[src/rtl/wdt_bank_pkg.sv]
package wdt_bank_pkg;
  localparam int WORD_W = 32;
  localparam int CNT_W  = 64;
  localparam int PRE_W  = 8;

  localparam logic [1:0] MODE_HW   = 2'b11;
  localparam logic [3:0] SRC_PREV  = 4'd5;
  localparam logic [3:0] OFF_CTRL  = 4'h0;
  localparam logic [3:0] OFF_LO    = 4'h4;
  localparam logic [3:0] OFF_HI    = 4'h8;

  typedef struct packed {
    logic [PRE_W-1:0] pre;
    logic [3:0]       src;
    logic [1:0]       mode;
  } cnt_cfg_t;
endpackage

[src/rtl/wdt_prescaler.sv]
module wdt_prescaler #(
  parameter int W = 8
) (
  input  logic         clk_i,
  input  logic         rst_ni,
  input  logic         run_i,
  input  logic         clr_i,
  input  logic [W-1:0] div_i,
  output logic         tick_o
);
  logic [W-1:0] cnt_q, div_eff;
  logic         wrap;

  assign div_eff = (div_i < W'(2)) ? W'(2) : div_i;
  assign wrap    = (cnt_q == div_eff - W'(1));
  assign tick_o  = run_i & ~clr_i & wrap;

  always_ff @(posedge clk_i or negedge rst_ni) begin
    if (!rst_ni)              cnt_q <= '0;
    else if (clr_i || !run_i) cnt_q <= '0;
    else if (wrap)            cnt_q <= '0;
    else                      cnt_q <= cnt_q + W'(1);
  end
endmodule

[src/rtl/wdt_cnt_unit.sv]
module wdt_cnt_unit
  import wdt_bank_pkg::*;
(
  input  logic              clk_i,
  input  logic              rst_ni,
  input  logic              wr_ctrl_i,
  input  logic              wr_lo_i,
  input  logic              wr_hi_i,
  input  logic              rd_lo_i,
  input  logic [WORD_W-1:0] wdata_i,
  input  logic              trig_i,
  output logic [WORD_W-1:0] ctrl_o,
  output logic [CNT_W-1:0]  cnt_o,
  output logic [WORD_W-1:0] hold_o,
  output logic              end_o
);
  cnt_cfg_t          cfg_q, cfg_n;
  logic              en_q, en_n, act_q, end_q, tick;
  logic [CNT_W-1:0]  cnt_q, init_q;
  logic [WORD_W-1:0] hold_q;
  logic              wr_cnt, hw_n, start_hw, start_os;

  assign cfg_n    = wr_ctrl_i ? cnt_cfg_t'(wdata_i[15:2]) : cfg_q;
  assign en_n     = wr_ctrl_i ? wdata_i[0] : en_q;
  assign wr_cnt   = wr_lo_i | wr_hi_i;
  assign hw_n     = (cfg_n.mode == MODE_HW);
  assign start_hw = en_n & hw_n & trig_i & (cfg_n.src == SRC_PREV) & ~wr_cnt;
  assign start_os = en_n & ~hw_n & ~en_q & ~wr_cnt;

  wdt_prescaler #(.W(PRE_W)) u_pre (
    .clk_i  (clk_i),
    .rst_ni (rst_ni),
    .run_i  (act_q & en_n),
    .clr_i  (start_hw | start_os),
    .div_i  (cfg_q.pre),
    .tick_o (tick)
  );

  always_ff @(posedge clk_i or negedge rst_ni) begin
    if (!rst_ni) begin
      cfg_q  <= '0;
      en_q   <= 1'b0;
      act_q  <= 1'b0;
      end_q  <= 1'b0;
      cnt_q  <= '0;
      init_q <= '0;
      hold_q <= '0;
    end else begin
      end_q <= 1'b0;
      if (rd_lo_i) hold_q <= cnt_q[CNT_W-1:WORD_W];
      if (wr_ctrl_i) begin
        cfg_q <= cfg_n;
        en_q  <= en_n;
      end
      if (wr_lo_i) begin
        cnt_q[WORD_W-1:0]  <= wdata_i;
        init_q[WORD_W-1:0] <= wdata_i;
      end else if (wr_hi_i) begin
        cnt_q[CNT_W-1:WORD_W]  <= wdata_i;
        init_q[CNT_W-1:WORD_W] <= wdata_i;
      end else if (!en_n) begin
        act_q <= 1'b0;
      end else if (start_hw) begin
        cnt_q <= init_q;
        act_q <= 1'b1;
      end else if (start_os) begin
        if (cnt_q == '0) end_q <= 1'b1;
        else             act_q <= 1'b1;
      end else if (act_q && tick) begin
        if (cnt_q < CNT_W'(2)) begin
          cnt_q <= '0;
          end_q <= 1'b1;
          act_q <= 1'b0;
        end else begin
          cnt_q <= cnt_q - CNT_W'(1);
        end
      end
    end
  end

  assign ctrl_o = {16'b0, cfg_q, act_q, en_q};
  assign cnt_o  = cnt_q;
  assign hold_o = hold_q;
  assign end_o  = end_q;
endmodule

[src/rtl/wdt_counter_bank.sv]
module wdt_counter_bank
  import wdt_bank_pkg::*;
#(
  parameter int NUM_CNT = 4,
  parameter int ADDR_W  = 8
) (
  input  logic              clk_i,
  input  logic              rst_ni,
  input  logic [ADDR_W-1:0] addr_i,
  input  logic              we_i,
  input  logic              re_i,
  input  logic [WORD_W-1:0] wdata_i,
  output logic [WORD_W-1:0] rdata_o,
  output logic              wdt_rst_o
);
  localparam int IDX_W = ADDR_W - 4;
  localparam logic [ADDR_W-1:0] SEL_ADDR = ADDR_W'(NUM_CNT * 16);

  logic [NUM_CNT-1:0][WORD_W-1:0] ctrl_vec, hold_vec;
  logic [NUM_CNT-1:0][CNT_W-1:0]  cnt_vec;
  logic [NUM_CNT-1:0] end_vec, trig_vec, hit_vec;
  logic [NUM_CNT-1:0] wr_ctrl_v, wr_lo_v, wr_hi_v, rd_lo_v;
  logic [NUM_CNT-1:0] sel_q;
  logic               rst_q;
  logic [3:0]         off;

  assign off = addr_i[3:0];

  for (genvar n = 0; n < NUM_CNT; n++) begin : g_cnt
    assign hit_vec[n]   = (addr_i[ADDR_W-1:4] == IDX_W'(n));
    assign wr_ctrl_v[n] = we_i & hit_vec[n] & (off == OFF_CTRL);
    assign wr_lo_v[n]   = we_i & hit_vec[n] & (off == OFF_LO);
    assign wr_hi_v[n]   = we_i & hit_vec[n] & (off == OFF_HI);
    assign rd_lo_v[n]   = re_i & hit_vec[n] & (off == OFF_LO);

    if (n == 0) begin : g_first
      assign trig_vec[n] = 1'b0;
    end else begin : g_chain
      assign trig_vec[n] = end_vec[n-1];
    end

    wdt_cnt_unit u_unit (
      .clk_i     (clk_i),
      .rst_ni    (rst_ni),
      .wr_ctrl_i (wr_ctrl_v[n]),
      .wr_lo_i   (wr_lo_v[n]),
      .wr_hi_i   (wr_hi_v[n]),
      .rd_lo_i   (rd_lo_v[n]),
      .wdata_i   (wdata_i),
      .trig_i    (trig_vec[n]),
      .ctrl_o    (ctrl_vec[n]),
      .cnt_o     (cnt_vec[n]),
      .hold_o    (hold_vec[n]),
      .end_o     (end_vec[n])
    );
  end

  always_comb begin
    rdata_o = '0;
    if (addr_i == SEL_ADDR) rdata_o = WORD_W'(sel_q);
    for (int n = 0; n < NUM_CNT; n++) begin
      if (hit_vec[n]) begin
        case (off)
          OFF_CTRL: rdata_o = ctrl_vec[n];
          OFF_LO:   rdata_o = cnt_vec[n][WORD_W-1:0];
          OFF_HI:   rdata_o = hold_vec[n];
          default:  rdata_o = '0;
        endcase
      end
    end
  end

  // sticky request; only rst_ni clears it
  always_ff @(posedge clk_i or negedge rst_ni) begin
    if (!rst_ni) begin
      sel_q <= '0;
      rst_q <= 1'b0;
    end else begin
      if (we_i && addr_i == SEL_ADDR) sel_q <= wdata_i[NUM_CNT-1:0];
      rst_q <= rst_q | (|(end_vec & sel_q));
    end
  end

  assign wdt_rst_o = rst_q;
endmodule

[config.mk]
export PLATFORM = sky130hd
export DESIGN_NAME = wdt_counter_bank
export DESIGN_NICKNAME = d
export VERILOG_FILES = /design/src/rtl/wdt_bank_pkg.sv /design/src/rtl/wdt_prescaler.sv /design/src/rtl/wdt_cnt_unit.sv /design/src/rtl/wdt_counter_bank.sv
export SDC_FILE = /design/constraint.sdc
export NUM_CORES = 2
export LEC_CHECK = 0
export ABC_AREA = 1
export BUFFER_PORTS_ARGS = -buffer_cell sky130_fd_sc_hd__buf_2
export CORE_ASPECT_RATIO = 0.75
export CORE_UTILIZATION = 53
export CTS_CLUSTER_DIAMETER = 30
export CTS_CLUSTER_SIZE = 28
export DETAILED_ROUTE_END_ITERATION = 10
export GPL_TIMING_DRIVEN = 0
export PLACE_DENSITY = 0.69
export SLEW_MARGIN = 5
export SYNTH_ARGS = -nofsm -noshare
export SYNTH_HDL_FRONTEND = slang
export SYNTH_SLANG_ARGS = --single-unit
[constraint.sdc]
create_clock -name clk_i -period 4.96 [get_ports clk_i]
set_input_delay 0.496 -clock clk_i [delete_from_list [all_inputs] [get_ports clk_i]]
set_output_delay 0.496 -clock clk_i [all_outputs]
set_load 0.02 [all_outputs]
==> flow_summary.toml <==
[synth]
synth.avg_cell_area_um2 = 6.97
synth_seq_cells = 681
synthCells = 5955
synthArstFlopShare_pct = 100
yosys_warnings = 0
synth_edf_count = 0
netlist_area_mm2 = 0.0415
seq_area_frac_synth_pct = 41.1
synth_cell_types = 50
synth_top_flop_cell = "dfrtp_1"
syn-num-nets = 6011

[cts]
h-tree-depth = 4
post_cts.repair.setup_buffers = 0
numCtsBuffers = 146
clkSlewWorstSetupHoldPaths_ps = 40
insertion_delay_ps = 750
cts_resized = 0
cts.sinks = 681
cts_buffer_depth = 3
clockRootBuffer = "clkbuf_16"
tritoncts = "done"

[routing]
first_iter_violations = 7521
vias = 44996
viasPerCell = 6.13
routed_wl_um = 194000
wire_per_inst_um = 26.4
antenna_left = 0
firstDrtPassIters = 8
drc_errors = 0

[timing]
period_share_pct = 96.5
skew_ps = 33.2
slew_violations = 0
final-hold-violation-count = 0
grt_setup_unrepaired = "no"
setup_slack_ps = 176
fmax_mhz = 209
period_needed_ps = 4780
tightestPinTransition_ps = 1450
slew_headroom_pct = 2.81
setup_viol = 0

[worst_setup_path]
worstPathArrival_ps = 4290
cp-startpoint = "addr_i[3]"
start_kind = "input port"
required_ps = 4460
worstSetupPathType = "input port to primary output"
r2r_start = "g_cnt[0].u_unit.ctrl_o[10]"
worstPathMaxFanout = 10
crit_path_end_kind = "primary output"

[outcome]
status = "finished clean"

[placed_design]
globalplace.congestion = 1.14
dpl.hpwl_um = 146000
placed_cells = 7060
place_ws_ps = 653
portBuffers = 61

[global_routing]
grt_pass1_vias = 40063
overflow = 0
gr-usage-met1_pct = 69.1
groute.layer.met3.usage_pct = 23.2
grt_max_degree = 117
antenna_found_initial = 21
use_met2_pct = 60.4
grt_first_pass_wirelength_um = 278000
grt.total_usage_pct = 48.4
busiest_layer = "met1"

[pwr]
power.density_mw_per_mm2 = 472
leakage_nw = 25.6
finalPower_w = 0.0230
peakVddDrop_uv = 368

[finish]
layout_commonest_cell = "nand2_1"
area_growth_pct = 17.4
fillers = 7024
layout-drive-gt1-share_pct = 8.49
fin_cells = 7342
nets = 6230
layout_common_cells = "1985 x nand2_1, 725 x nor2_1, 681 x dfrtp_1"

[floorplanning]
io_pins = 77
die_w_um = 325
row_count = 88
core-area_mm2 = 0.0772
die_y_um = 244
die_area_mm2 = 0.0794
initial_core_util_pct = 53.7

[hold_path]
hold_start = "wdata_i[18]"
min_path_type = "input port to flip-flop"

[flow_run]
cap_viol_max_count = 0
==> sequential cells by signal, indices dropped and copies added (netlist names) <==
register and flops:
g_cnt.u_unit.act_q 4, g_cnt.u_unit.cnt_o 256, g_cnt.u_unit.ctrl_o 56, g_cnt.u_unit.en_q 4, g_cnt.u_unit.end_o 4, g_cnt.u_unit.hold_o 128, g_cnt.u_unit.init_q 192, g_cnt.u_unit.u_pre.cnt_q 32
sel_q 4, wdt_rst_o 1
==> cell usage after synthesis (28+ instances only) <==
library cell / n / share of area, %
buf_2: 43 / 0.52
nand4_1: 90 / 1.4
nand2_1: 1985 / 18
a21oi_1: 90 / 1.1
o21bai_1: 37 / 0.67
nor3_1: 78 / 0.94
xnor2_1: 28 / 0.59
o21ai_0: 447 / 5.4
o21ai_1: 67 / 0.81
inv_1: 516 / 4.7
mux2_2: 44 / 1.2
nand3_1: 427 / 5.2
clkbuf_1: 160 / 1.4
xor2_1: 204 / 4.3
dfrtp_1: 681 / 41
o22ai_1: 47 / 0.71
nor2_1: 725 / 6.6
==> routing by layer <==
| layer | routed length [um] | up-vias | part of all wire [%] |
|---|---|---|---|
| met5 | 115 | - | 0.059 |
| met4 | 9510 | 20 | 4.9 |
| met3 | 35000 | 552 | 18 |
| met2 | 70900 | 3477 | 37 |
| met1 | 78600 | 21258 | 41 |
| li1 | - | 19689 | - |
==> where the power goes <==
part	internal [W]	switching [W]	leakage, nW	total [W]
Sequential	0.00596	0.000599	8.85	0.00656
Combinational	0.00169	0.00416	14.2	0.00585
Clock	0.00711	0.00345	2.56	0.0106
Total	0.0148	0.00821	25.6	0.0230
==> kinds of logic (layout without fill, tap and decap cells) <==
kind of cell    after synthesis  count (layout)  synth area share [%]
compound gates              793             793                  10.8
simple gates               3401            3401                  33.9
xor+xnor                    232             232                  4.90
buf+inv                     792            1127                  7.81
other cells                   0              17                     0
flops                       681             681                  41.1
mux                          44              44                  1.19
fa+ha+maj                    12              12                 0.362
==> critical path, cell delays in order <==
cell and delay, ps:
buf_2 90, inv_1 50, nand3_1 640, clkbuf_1 580
clkbuf_1 840, nor2_1 110, a221oi_1 600, o2111ai_1 510
buf_2 330
==> cell type report <==
class                   instances  area, um2  share of cell area (%)
well taps                    1035       1290                    2.66
repair buffers                 71        566                    1.16
diodes                         17       42.5                  0.0874
clock inverters                83       1230                    2.52
clock buffers                 181       4050                    8.32
flip-flops and latches        681      17000                    35.0
multi-input cells            4482      21200                    43.5
inverters                     532       2000                    4.10
plain buffers                 260       1260                    2.60
==> stage by stage <==
step	area [um2]	hold WS [ps]	utilization, %	TNS [ps]
floorplan	41500	200	-	0
global placement	43100	447	55.8	-7708520
detailed placement	43300	450	56.2	0
CTS	48600	59.2	63.0	0
global route	48600	77.4	63.0	0
finish	48700	85.7	63.1	0
==> worst paths after layout <==
path                                              end  slack [ps]  depth (start not counted)
setup / recovery                           rdata_o[4]         180                          9
hold / removal             g_cnt[3].u_unit.init_q[18]          90                          3
setup reg to reg            g_cnt[0].u_unit.cnt_o[33]         690                         22
hold reg to reg            g_cnt[2].u_unit.init_q[41]         460                          2
max in group asynchronous  g_cnt[3].u_unit.init_q[32]        2520                          5
min in group asynchronous  g_cnt[1].u_unit.init_q[27]         380                          2
==> timing repair <==
action / in CTS / in global routing
endpoints found under the hold margin: 108 / 0
setup endpoints to repair: 0 / 0
hold buffers: 1 / 0
(Power assumes the default switching activity.)
